--- src/rtl/dbp_pkg.sv ---
package dbp_pkg;

  // Address map helpers: period at 0, thresholds next, then rise/fall pairs,
  // then the inversion register and the fault clear strobe.
  localparam int ADDR_PERIOD = 0;

  function automatic int addr_thr(input int ch);
    return 1 + ch;
  endfunction

  function automatic int addr_rise(input int nch, input int ch);
    return 1 + nch + 2 * ch;
  endfunction

  function automatic int addr_fall(input int nch, input int ch);
    return 2 + nch + 2 * ch;
  endfunction

  function automatic int addr_inv(input int nch);
    return 1 + 3 * nch;
  endfunction

  function automatic int addr_clr(input int nch);
    return 2 + 3 * nch;
  endfunction

endpackage

--- src/rtl/dbp_cfg_regs.sv ---
module dbp_cfg_regs
  import dbp_pkg::*;
#(
  parameter int NCH        = 2,
  parameter int CNT_W      = 16,
  parameter int DT_W       = 8,
  parameter int AW         = 4,
  parameter int RST_PERIOD = 99,
  localparam int NOUT      = 2 * NCH
) (
  input  logic                             clk,
  input  logic                             rst_n,
  input  logic                             cfg_we,
  input  logic [AW-1:0]                    cfg_addr,
  input  logic [CNT_W-1:0]                 cfg_wdata,
  output logic [CNT_W-1:0]                 period_stg,
  output logic [NCH-1:0][CNT_W-1:0]        thr_stg,
  output logic [NCH-1:0][DT_W-1:0]         rise_stg,
  output logic [NCH-1:0][DT_W-1:0]         fall_stg,
  output logic [NOUT-1:0]                  inv_q,
  output logic                             clr_req
);

  function automatic logic hit(input logic [AW-1:0] a, input int target);
    return a == AW'(target);
  endfunction

  assign clr_req = cfg_we && hit(cfg_addr, addr_clr(NCH)) && cfg_wdata[0];

  always_ff @(posedge clk or negedge rst_n) begin
    if (!rst_n) begin
      period_stg <= CNT_W'(RST_PERIOD);
      thr_stg    <= '0;
      rise_stg   <= '0;
      fall_stg   <= '0;
      inv_q      <= '0;
    end else if (cfg_we) begin
      if (hit(cfg_addr, ADDR_PERIOD)) period_stg <= cfg_wdata;
      if (hit(cfg_addr, addr_inv(NCH))) inv_q <= cfg_wdata[NOUT-1:0];
      for (int c = 0; c < NCH; c++) begin
        if (hit(cfg_addr, addr_thr(c)))       thr_stg[c]  <= cfg_wdata;
        if (hit(cfg_addr, addr_rise(NCH, c))) rise_stg[c] <= cfg_wdata[DT_W-1:0];
        if (hit(cfg_addr, addr_fall(NCH, c))) fall_stg[c] <= cfg_wdata[DT_W-1:0];
      end
    end
  end

endmodule

--- src/rtl/dbp_timebase.sv ---
module dbp_timebase #(
  parameter int NCH        = 2,
  parameter int CNT_W      = 16,
  parameter int DT_W       = 8,
  parameter int RST_PERIOD = 99
) (
  input  logic                      clk,
  input  logic                      rst_n,
  input  logic [CNT_W-1:0]          period_stg,
  input  logic [NCH-1:0][CNT_W-1:0] thr_stg,
  input  logic [NCH-1:0][DT_W-1:0]  rise_stg,
  input  logic [NCH-1:0][DT_W-1:0]  fall_stg,
  output logic [CNT_W-1:0]          cnt,
  output logic                      wrap,
  output logic [NCH-1:0][CNT_W-1:0] thr_act,
  output logic [NCH-1:0][DT_W-1:0]  rise_act,
  output logic [NCH-1:0][DT_W-1:0]  fall_act
);

  logic [CNT_W-1:0] period_act;

  function automatic logic at_end(input logic [CNT_W-1:0] c, input logic [CNT_W-1:0] p);
    return c >= p;
  endfunction

  assign wrap = at_end(cnt, period_act);

  always_ff @(posedge clk or negedge rst_n) begin
    if (!rst_n) begin
      cnt        <= '0;
      period_act <= CNT_W'(RST_PERIOD);
      thr_act    <= '0;
      rise_act   <= '0;
      fall_act   <= '0;
    end else if (wrap) begin
      cnt        <= '0;
      period_act <= period_stg;
      thr_act    <= thr_stg;
      rise_act   <= rise_stg;
      fall_act   <= fall_stg;
    end else begin
      cnt <= cnt + 1'b1;
    end
  end

  AST_CNT_BOUND: assert property (@(posedge clk) disable iff (!rst_n)
    cnt <= period_act);

  AST_SHADOW_HOLD: assert property (@(posedge clk) disable iff (!rst_n)
    !wrap |=> ($stable(period_act) && $stable(thr_act) && $stable(rise_act) && $stable(fall_act)));

endmodule

--- src/rtl/dbp_dt_channel.sv ---
module dbp_dt_channel #(
  parameter int CNT_W = 16,
  parameter int DT_W  = 8
) (
  input  logic             clk,
  input  logic             rst_n,
  input  logic [CNT_W-1:0] cnt,
  input  logic [CNT_W-1:0] thr,
  input  logic [DT_W-1:0]  rise_dt,
  input  logic [DT_W-1:0]  fall_dt,
  output logic             hi_on,
  output logic             lo_on
);

  function automatic logic raw_level(input logic [CNT_W-1:0] c, input logic [CNT_W-1:0] t);
    return c < t;
  endfunction

  function automatic logic [DT_W-1:0] gap_step(input logic [DT_W-1:0] d);
    return (&d) ? d : d + 1'b1;
  endfunction

  logic            raw;
  logic            raw_q;
  logic            raw_edge;
  logic [DT_W-1:0] gap_cnt;

  assign raw      = raw_level(cnt, thr);
  assign raw_edge = raw ^ raw_q;

  always_ff @(posedge clk or negedge rst_n) begin
    if (!rst_n) begin
      raw_q   <= 1'b0;
      gap_cnt <= '0;
    end else begin
      raw_q   <= raw;
      gap_cnt <= raw_edge ? '0 : gap_step(gap_cnt);
    end
  end

  assign hi_on = raw_q && (gap_cnt >= rise_dt);
  assign lo_on = !raw_q && (gap_cnt >= fall_dt);

  AST_RISE_GAP: assert property (@(posedge clk) disable iff (!rst_n)
    (hi_on && rise_dt != '0) |-> $past(raw_q));

  AST_FALL_GAP: assert property (@(posedge clk) disable iff (!rst_n)
    (lo_on && fall_dt != '0) |-> !$past(raw_q));

endmodule

--- src/rtl/dbp_trap.sv ---
module dbp_trap (
  input  logic clk,
  input  logic rst_n,
  input  logic trap_i,
  input  logic clr_req,
  output logic trap_act
);

  logic [1:0] sync_q;
  logic       fault_s;
  logic       latched;

  assign fault_s  = sync_q[1];
  assign trap_act = fault_s | latched;

  always_ff @(posedge clk or negedge rst_n) begin
    if (!rst_n) begin
      sync_q  <= '0;
      latched <= 1'b0;
    end else begin
      sync_q <= {sync_q[0], trap_i};
      if (fault_s)      latched <= 1'b1;
      else if (clr_req) latched <= 1'b0;
    end
  end

  AST_TRAP_STICKY: assert property (@(posedge clk) disable iff (!rst_n)
    $fell(latched) |-> ($past(clr_req) && !$past(fault_s)));

  AST_TRAP_SET: assert property (@(posedge clk) disable iff (!rst_n)
    fault_s |=> latched);

endmodule

--- src/rtl/dual_bridge_pwm.sv ---
module dual_bridge_pwm
  import dbp_pkg::*;
#(
  parameter int NCH        = 2,
  parameter int CNT_W      = 16,
  parameter int DT_W       = 8,
  parameter int AW         = 4,
  parameter int RST_PERIOD = 99,
  localparam int NOUT      = 2 * NCH
) (
  input  logic             clk,
  input  logic             rst_n,
  input  logic             cfg_we,
  input  logic [AW-1:0]    cfg_addr,
  input  logic [CNT_W-1:0] cfg_wdata,
  input  logic             trap_i,
  output logic [NOUT-1:0]  pwm_o
);

  logic [CNT_W-1:0]          period_stg;
  logic [NCH-1:0][CNT_W-1:0] thr_stg, thr_act;
  logic [NCH-1:0][DT_W-1:0]  rise_stg, fall_stg, rise_act, fall_act;
  logic [NOUT-1:0]           inv_q;
  logic                      clr_req;
  logic [CNT_W-1:0]          cnt;
  logic                      wrap;
  logic                      trap_act;
  logic [NCH-1:0]            hi_on, lo_on;
  logic [NOUT-1:0]           drive;

  dbp_cfg_regs #(
    .NCH(NCH), .CNT_W(CNT_W), .DT_W(DT_W), .AW(AW), .RST_PERIOD(RST_PERIOD)
  ) u_cfg (
    .clk(clk), .rst_n(rst_n), .cfg_we(cfg_we), .cfg_addr(cfg_addr),
    .cfg_wdata(cfg_wdata), .period_stg(period_stg), .thr_stg(thr_stg),
    .rise_stg(rise_stg), .fall_stg(fall_stg), .inv_q(inv_q), .clr_req(clr_req)
  );

  dbp_timebase #(
    .NCH(NCH), .CNT_W(CNT_W), .DT_W(DT_W), .RST_PERIOD(RST_PERIOD)
  ) u_tb (
    .clk(clk), .rst_n(rst_n), .period_stg(period_stg), .thr_stg(thr_stg),
    .rise_stg(rise_stg), .fall_stg(fall_stg), .cnt(cnt), .wrap(wrap),
    .thr_act(thr_act), .rise_act(rise_act), .fall_act(fall_act)
  );

  dbp_trap u_trap (
    .clk(clk), .rst_n(rst_n), .trap_i(trap_i), .clr_req(clr_req), .trap_act(trap_act)
  );

  for (genvar c = 0; c < NCH; c++) begin : g_ch
    dbp_dt_channel #(.CNT_W(CNT_W), .DT_W(DT_W)) u_ch (
      .clk(clk), .rst_n(rst_n), .cnt(cnt), .thr(thr_act[c]),
      .rise_dt(rise_act[c]), .fall_dt(fall_act[c]),
      .hi_on(hi_on[c]), .lo_on(lo_on[c])
    );

    assign drive[2*c]   = hi_on[c] & ~trap_act;
    assign drive[2*c+1] = lo_on[c] & ~trap_act;

    AST_PAIR_EXCL: assert property (@(posedge clk) disable iff (!rst_n)
      !((pwm_o[2*c] ^ inv_q[2*c]) && (pwm_o[2*c+1] ^ inv_q[2*c+1])));
  end

  assign pwm_o = drive ^ inv_q;

  AST_TRAP_SAFE: assert property (@(posedge clk) disable iff (!rst_n)
    trap_act |-> (pwm_o == inv_q));

  AST_WRAP_RESTART: assert property (@(posedge clk) disable iff (!rst_n)
    wrap |=> (cnt == '0));

endmodule

--- config.mk ---
export PLATFORM = sky130hd
export DESIGN_NAME = dual_bridge_pwm
export DESIGN_NICKNAME = d
export VERILOG_FILES = /design/src/rtl/dbp_pkg.sv /design/src/rtl/dbp_cfg_regs.sv /design/src/rtl/dbp_timebase.sv /design/src/rtl/dbp_dt_channel.sv /design/src/rtl/dbp_trap.sv /design/src/rtl/dual_bridge_pwm.sv
export SDC_FILE = /design/constraint.sdc
export NUM_CORES = 1
export LEC_CHECK = 0
export BUFFER_PORTS_ARGS = -buffer_cell sky130_fd_sc_hd__buf_2
export CAP_MARGIN = 10
export CORE_AREA = 4 4 145 133
export CTS_CLUSTER_DIAMETER = 40
export DETAILED_ROUTE_END_ITERATION = 8
export DIE_AREA = 0 0 149 137
export GPL_ROUTABILITY_DRIVEN = 0
export HOLD_SLACK_MARGIN = 0.03
export PLACE_DENSITY = 0.81
export SLEW_MARGIN = 20
export SYNTH_ARGS = -nofsm -noshare
export SYNTH_HDL_FRONTEND = slang
export SYNTH_SLANG_ARGS = --single-unit
--- constraint.sdc ---
create_clock -name clk -period 2.3 [get_ports clk]
set_input_delay 0.23 -clock clk [delete_from_list [all_inputs] [get_ports clk]]
set_output_delay 0.23 -clock clk [all_outputs]
set_load 0.03 [all_outputs]
Word-level counts from Yosys, hierarchy flattened --
Cells that the tools add are included.
Storage, ports and cells: bits in registers 201, input port bits 24
Cells by class: add/subtract/negate cells 3, equal/unequal tests 10, reduce and logical (&&, ||, !) cells 20, mux-type cells 7, bitwise operators 9, $lt $le $gt $ge 7
Operators with widths (count):
- $ge 8x8->1 | 4
- $lt 16x16->1 | 2
- $mux 8 | 4
- $add 16x1->16 const B | 1
- $add 8x1->8 const B | 2
- $eq 4x3->1 const B | 4
- $ge 16x16->1 | 1
- $mux 16 | 1
- $reduce_and 2->1 | 8
- $reduce_and 8->1 | 2
- $eq 4x2->1 const B | 2
- $logic_and 1x1->1 | 6
- $and 1x1->1 | 4
- $eq 4x1->1 const B | 1
- $eq 4x4->1 const B | 1
- $logic_not 4->1 | 1
- $ne 2x1->1 const B | 2
- $xor 4x4->4 | 1
- $logic_not 1->1 | 2
- $mux 1 | 2
- $reduce_bool 2->1 | 1
- $xor 1x1->1 | 2
- $not 1->1 | 1
- $or 1x1->1 | 1

Logic depth before layout (Yosys ltp) --
Gate-level depths: netlist of run 1.
word-level depth 5, mapped depth 11, depth with buffers taken out 7

Hierarchy --
A second synthesis of run 1 with hierarchy kept.
Unflattened totals: cells, all modules 807, area, all modules 10073.4 µm²
Modules (own cells, without submodules):
- dbp_timebase | instances 1, cells an instance 300, sequential area each 2407.3 µm², area an instance 4162.7 µm²
- dbp_cfg_regs | instances 1, cells an instance 189, sequential area each 2107.0 µm², area an instance 3196.8 µm²
- dbp_dt_channel | instances 2, cells an instance 152, sequential area each 225.2 µm², area an instance 1276.2 µm²
- dbp_trap | instances 1, cells an instance 6, sequential area each 75.1 µm², area an instance 93.8 µm²
- dual_bridge_pwm | instances 1, cells an instance 8, sequential area each 0.0 µm², area an instance 67.6 µm²

Least setup slack after synthesis of run 1 --
Ideal clock, no wire load.
path type register to register, start register u_tb.cnt[0], end register u_tb.fall_act[10] (netlist name), clock period less this slack 2347 ps, stages on the path, launching flop included 11, setup slack -47 ps, arrival 2222 ps, data required time 2175 ps, cells stage by stage dfrtp_1 > inv_1 > ha_1 > nand2b_4 > a2111oi_4 > o31ai_1 > a31o_1 > buf_6 > buf_6 > buf_6 > mux2_4
On the way: longest elaborated chain between the ends 1
Ends and longest elaborated chain:
- from (decl) | RTL line dbp_timebase.sv:13 | output logic [CNT_W-1:0] cnt,
- from (signal assigned) | RTL line dbp_timebase.sv:42 | cnt <= cnt + 1'b1;
- $ge 16x16->1 | RTL line dbp_timebase.sv:23 | return c >= p;
- to (signal assigned) | RTL line dbp_timebase.sv:40 | fall_act <= fall_stg;
- to (decl) | RTL line dbp_timebase.sv:17 | output logic [NCH-1:0][DT_W-1:0] fall_act
Every way passes these cells. A chain may end at the register's enable or synchronous reset.

Worst setup path in the final report of run 1 --
start register g_ch[1].u_ch.gap_cnt[7], end output port pwm_o[3]
On the way: longest elaborated chain between the ends 4
Ends and longest elaborated chain:
- from (decl) | RTL line dbp_dt_channel.sv:26 | logic [DT_W-1:0] gap_cnt;
- from (signal assigned) | RTL line dbp_dt_channel.sv:37 | gap_cnt <= raw_edge ? '0 : gap_step(gap_cnt);
- $ge 8x8->1 | RTL line dbp_dt_channel.sv:42 | assign lo_on = !raw_q && (gap_cnt >= fall_dt);
- $logic_and 1x1->1 | RTL line dbp_dt_channel.sv:42
- $and 1x1->1 | RTL line dual_bridge_pwm.sv:59 | assign drive[2*c+1] = lo_on[c] & ~trap_act;
- $xor 4x4->4 | RTL line dual_bridge_pwm.sv:65 | assign pwm_o = drive ^ inv_q;
- to (decl) | RTL line dual_bridge_pwm.sv:17 | output logic [NOUT-1:0] pwm_o
Every way passes these cells.

==> impl_metrics.ini, run 1 <==
[power]
p_leak_nw = 5.82
power_mw = 16.4
ir_drop_uv = 821
power_density_nw_per_um2 = 1290

[synthesis]
synthMuxAreaShare_pct = 19.7
synthAdderAreaFrac_pct = 10.1
synth_enable_flop_cells = 0
ys_seq_elements = 201
syn_inst = 809
yosys_warnings = 0
synth_compound_area_share_pct = 6.41
synth.distinct_cells = 53
synth_top_flop_cell = dfrtp_1
synth_top_area_cell = dfrtp_1
synth_area_leaders = dfrtp_1 48%, mux2_2 16%, ha_1 10%
synth_nets = 914
ys_seq_area_share_pct = 50.3
synth_simple_gate_area_share_pct = 8.01
synthArstFlopShare_pct = 100
synth-xor-area-share_pct = 1.40
synth_top_family_by_area = multiplexers
synth_area_um2 = 10000
avgSynthCellArea_um2 = 12.4
synth_top_area_share_pct = 48.2

[placed_design]
dpl.cell_count = 1093
port_buffers = 27
hpwl_um = 14100

[timing]
rsz0062_at_grt = yes
timing.final.crit_share_pct = 111
setup_violations = 91
postLayoutSetupSlackWorst_ns = -0.260
tightest_slew_ns = 0.698
final-hold-violation-count = 0
period_needed_ns = 2.56
skew_ns = 0.0219
maxSlewViolCount = 0
fmax_mhz = 391
maxSlewHeadroom_pct = 53.2

[route]
wl_um = 27000
drcViolationCount = 0
dr.pass1.iters = 5
viasPerCell = 6.10
routedWlPerCell_um = 22.8
drt_iter0_markers = 580
ant_nets = 0
vias = 7222

[setup_path]
critical_path.endpoint_type = primary output
path_max_fanout = 8
cp-start-kind = flip-flop
required_ns = 2.07
reg2reg_to = u_tb.period_act[10]
max_stage_delay_ns = 0.49
crit_family = compound AO/OA/AOI/OAI gates
crit_arrival_ns = 2.33
crit_end = pwm_o[3]
reg2regPathDepth = 8
slowest_stage = dfrtp_1
cp-startpoint = g_ch[1].u_ch.gap_cnt[7]
crit_type = reg -> out
r2r-start = u_tb.period_act[0]
worstPathCellList = ha_1 -> a21oi_1 -> nand2_1 -> mux2i_1 -> a211o_1 -> buf_6
r2r_setup_slack_ns = -0.18
crit_cells = 6
critPathBufInv = 1

[layout]
num_antenna_cells = 0
layout_commonest_cell = dfrtp_1
n_fill_cell = 1065
area_delta_synth_final_pct = 26.5
final-seq-area_um2 = 5050
layout_common_cells = 181 x dfrtp_1, 140 x mux2_2, 74 x inv_1
layout-drive-gt1-share_pct = 41.7
multi_input_comb_area_um2 = 5040
layout.nets = 1027
fin_cells = 1183

[clocking]
htree_levels = 1
cts_tree = yes
clk_pin_slew_worst_paths_ns = 0.06
cts_sinks = 201
cts_root_buffer = clkbuf_16
cts_made_buffers = 27
clock_latency_ns = 0.54
clockBufferDepth = 3

[floorplan]
chipWidth_um = 149
start_util_pct = 56.9
dieArea_um2 = 20400
die_h_um = 137
rows = 46
coreArea_um2 = 17600
io_pins = 28

[global_routing]
antenna_found_initial = 0
grt_overflow_total = 0
grt_pass1_wl_um = 37600
grt_usage_pct = 23.3
grt_max_degree = 63
grt_pass1_vias = 7163

[outcome]
outcome = finished with violations
failed_checks = setup timing

[flow_run]
drv_cap = 0

[min_path]
hold_path_class = in -> reg
[Yosys cell counts (2+ instances only)]
cell type and number:
nor3b_1 3, nand2_1 24, xnor2_1 5, mux2_2 141
mux2_4 23, nor2_1 35, buf_2 6, nor3b_2 2
ha_1 81, a21oi_1 26, o211ai_1 6, dfstp_2 8
nand4_1 13, a211o_1 3, inv_1 79, buf_6 5
a211oi_1 4, nand3_1 15, clkbuf_1 8, and3_1 10
and4_1 3, mux2i_1 4, nor4_1 8, nor3_1 16
nor2b_1 4, nand3b_1 4, o2111ai_1 6, nand2b_1 6
o21ai_0 18, a21o_1 7, o21a_1 7, dfrtp_1 193
nand4b_1 2, xor2_1 11, a31oi_1 5
[state kept, by name (all words and copies together), names as in the netlist, 16 cells and up]
name	flops
u_cfg.thr_stg	32
u_cfg.period_stg	16
u_cfg.fall_stg	16
g_ch.u_ch.gap_cnt	16
u_tb.rise_act	16
u_tb.period_act	16
u_tb.cnt	16
u_cfg.rise_stg	16
u_tb.thr_act	32
u_tb.fall_act	16
[what timing repair did]
action / CTS / global route
hold endpoints to repair: 79 / 0
setup buffers: 8 / 9
gates cloned: 5 / 8
endpoints found under the setup margin: 89 / 100
hold buffers: 11 / 0
gates resized for setup: 56 / 54
pin swaps: 10 / 23
[report_power, final]
part	leakage, nW	internal (mW)	total, mW	switching [mW]
clock network	0.462	2.65	4.38	1.72
logic	2.87	3.31	6.38	3.07
registers	2.49	4.69	5.60	0.907
[metrics by stage]
stage	instance area (µm²)	util [%]	hold WS, ns	setup WS (ns)	setup TNS, ns
after floorplan	10000	-	-0.0656	0.0106	0
after global placement	10700	60.8	0.250	-0.00413	-0.0240
after detailed placement	10700	60.8	0.247	-0.0484	-2.01
after CTS	12200	69.4	0.0579	-0.132	-4.32
after global routing	12700	72.0	0.111	-0.287	-12.43
final	12700	72.0	0.111	-0.260	-9.74
[cell families (layout without fill, tap and decap cells)]
family	after synthesis	in the layout
AOI/OAI and AO/OA	95	97
xor gates and xnor gates	16	16
adders and majority gates	81	81
buffers and inverters	98	230
DFF	201	201
muxes	168	168
and+or+nand+nor	150	150
[how the worst min path moves through the flow]
stage | startpoint | end | cells past startpoint
global placement | rst_n | u_cfg.period_stg[12] | 1
detailed placement | rst_n | u_cfg.period_stg[12] | 1
finish | cfg_wdata[6] | u_cfg.rise_stg[14] | 2
floorplan | rst_n | g_ch[0].u_ch.gap_cnt[0] | 0
global route | cfg_wdata[6] | u_cfg.rise_stg[14] | 2
CTS | cfg_addr[2] | u_trap.latched | 4
[area by class of cell]
cell class                 instances  share of cell area, %
sequential                       201                   39.9
multi-input combinational        512                   39.8
timing repair buffer             101                   8.28
clock buffer                      32                   5.79
tap                              240                   2.37
inverter                          79                   2.34
clock inverter                    18                   1.60
[per-layer routing]
layer / vias to the layer above / track usage [%] / wire (µm)
met2: 345 / 38.5 / 12600
li1: 3126 / - / -
met3: 135 / 4.37 / 1730
met4: 0 / 8.03 / 1670
met5: - / 0 / 0
met1: 3616 / 31.2 / 11000
(Power assumes the default switching activity.)
==> run 2: changes to the inputs <==
--- a/config.mk
+++ b/config.mk
@@ -14,7 +14,9 @@
 export GPL_ROUTABILITY_DRIVEN = 0
 export HOLD_SLACK_MARGIN = 0.03
 export PLACE_DENSITY = 0.81
-export SLEW_MARGIN = 20
+export RECOVER_POWER = 25
+export SKIP_LAST_GASP = 1
+export SLEW_MARGIN = 30
 export SYNTH_ARGS = -nofsm -noshare
 export SYNTH_HDL_FRONTEND = slang
 export SYNTH_SLANG_ARGS = --single-unit
==> impl_metrics.ini, run 2 (same netlist as run 1, synthesis figures left out) <==
[outcome]
outcome = finished with violations
failed_checks = capacitance limit, slew limit, setup timing

[setup_path]
max_stage_delay_ns = 0.39
slowest_stage = dfrtp_1
required_ns = 2.07
crit_type = reg -> out
crit_arrival_ns = 2.35
critical_path.endpoint_type = primary output
cp-start-kind = flip-flop
r2r-start = u_tb.period_act[0]
worstPathCellList = inv_2 -> ha_4 -> nand2b_4 -> a211oi_2 -> o21ai_2 -> mux2i_1 -> a211o_1 -> buf_6
cp-startpoint = g_ch[1].u_ch.gap_cnt[0]
path_max_fanout = 2

[clocking]
clock_latency_ns = 0.54
cts_root_buffer = clkbuf_16
clockBufferDepth = 3
cts_tree = yes
htree_levels = 1
clk_pin_slew_worst_paths_ns = 0.06
cts_sinks = 201
cts_made_buffers = 27

[global_routing]
grt_max_degree = 63
antenna_found_initial = 1
grt_overflow_total = 0
grt_usage_pct = 23.0
grt_pass1_vias = 7133
grt_pass1_wl_um = 37300

[route]
drcViolationCount = 0
dr.pass1.iters = 5
routedWlPerCell_um = 22.4
drt_iter0_markers = 584
vias = 7214
wl_um = 26600
viasPerCell = 6.08
ant_nets = 0

[layout]
top_regs = u_cfg.thr_stg (32), u_tb.thr_act (32)
area_delta_synth_final_pct = 26.4
fin_cells = 1187
layout-drive-gt1-share_pct = 40.8
layout_common_cells = 185 x dfrtp_1, 140 x mux2_2, 74 x inv_1
num_antenna_cells = 0
layout.nets = 1031
layout_commonest_cell = dfrtp_1
n_fill_cell = 1092
fin_area_um2 = 12700

[placed_design]
dpl.cell_count = 1093
hpwl_um = 14100
port_buffers = 27
post-place-ws_ns = -0.0484
placed_cell_area_um2 = 10700

[timing]
skew_ns = 0.0187
setup_violations = 92
rsz0062_at_grt = yes
postLayoutSetupSlackWorst_ns = -0.284
period_needed_ns = 2.58
timing.final.crit_share_pct = 112
maxSlewHeadroom_pct = -9.75
maxSlewViolCount = 62
fmax_mhz = 387
tightest_slew_ns = 1.65
final-hold-violation-count = 0

[floorplan]
chipWidth_um = 149
die_h_um = 137
io_pins = 28
start_util_pct = 56.9
coreArea_um2 = 17600
rows = 46
dieArea_um2 = 20400

[min_path]
hold_path_class = in -> reg
min_from = cfg_addr[2]

[power]
p_leak_nw = 5.84
power_density_nw_per_um2 = 1290
ir_drop_uv = 794

[flow_run]
drv_cap = 1
-- run 2: worst paths after layout --
path,to,depth (start not counted),slack (ns)
worst max-delay path,pwm_o[3],8,-0.28
worst min-delay path,u_trap.latched,4,0.11
worst max register to register,u_tb.thr_act[21],8,-0.20
worst min register to register,u_trap.sync_q[1],0,0.40
max in group asynchronous,u_cfg.period_stg[6],3,0.25
min in group asynchronous,u_tb.period_act[12],2,0.64
-- run 2: per-stage QoR --
step	setup TNS (ns)	util, %	hold slack (ns)	total power [mW]
floorplan	0	-	-0.0656	8.57
global placement	-0.0240	60.8	0.250	9.69
detailed placement	-2.01	60.8	0.247	9.99
CTS	-4.54	69.3	0.0579	15.2
global route	-15.60	71.9	0.115	17.0
finish	-8.14	71.9	0.105	16.3
-- run 2: area by class of cell --
type | count | area [µm²] | share of cell area (%)
well taps | 240 | 300 | 2.37
clock buffers | 32 | 734 | 5.80
multi-input cells | 512 | 5010 | 39.6
flip-flops and latches | 201 | 5050 | 39.9
clock inverters | 18 | 203 | 1.60
inverters | 79 | 297 | 2.34
repair buffers | 105 | 1070 | 8.44
-- run 2: routing by layer --
metal	wire length [µm]	up-vias	track usage (%)
li1	-	3139	-
met1	10800	3620	31.2
met5	13	-	0
met4	1290	2	7.83
met3	1520	116	3.91
met2	13000	337	37.9
-- run 2: critical path, delay by kind of cell (launching register included) --
kind            cells  cell delay, ns
mux                 1            0.15
flops               1            0.39
buf+inv             2            0.26
fa+ha+maj           1            0.21
compound gates      3            0.68
simple gates        1            0.13
-- run 2: repair_timing --
| item | CTS | global route |
|---|---|---|
| pin swaps | 10 | 21 |
| hold endpoints to repair | 79 | 0 |
| setup endpoints to repair | 89 | 100 |
| gates resized for setup | 50 | 52 |
| setup buffers | 8 | 13 |
| hold buffers | 11 | 0 |
| cloned | 5 | 8 |
-- run 2: power breakdown --
| part | switching (mW) | internal, mW |
|---|---|---|
| sequential | 0.902 | 4.69 |
| clock | 1.69 | 2.65 |
| combinational | 3.05 | 3.30 |
| total | 5.64 | 10.6 |
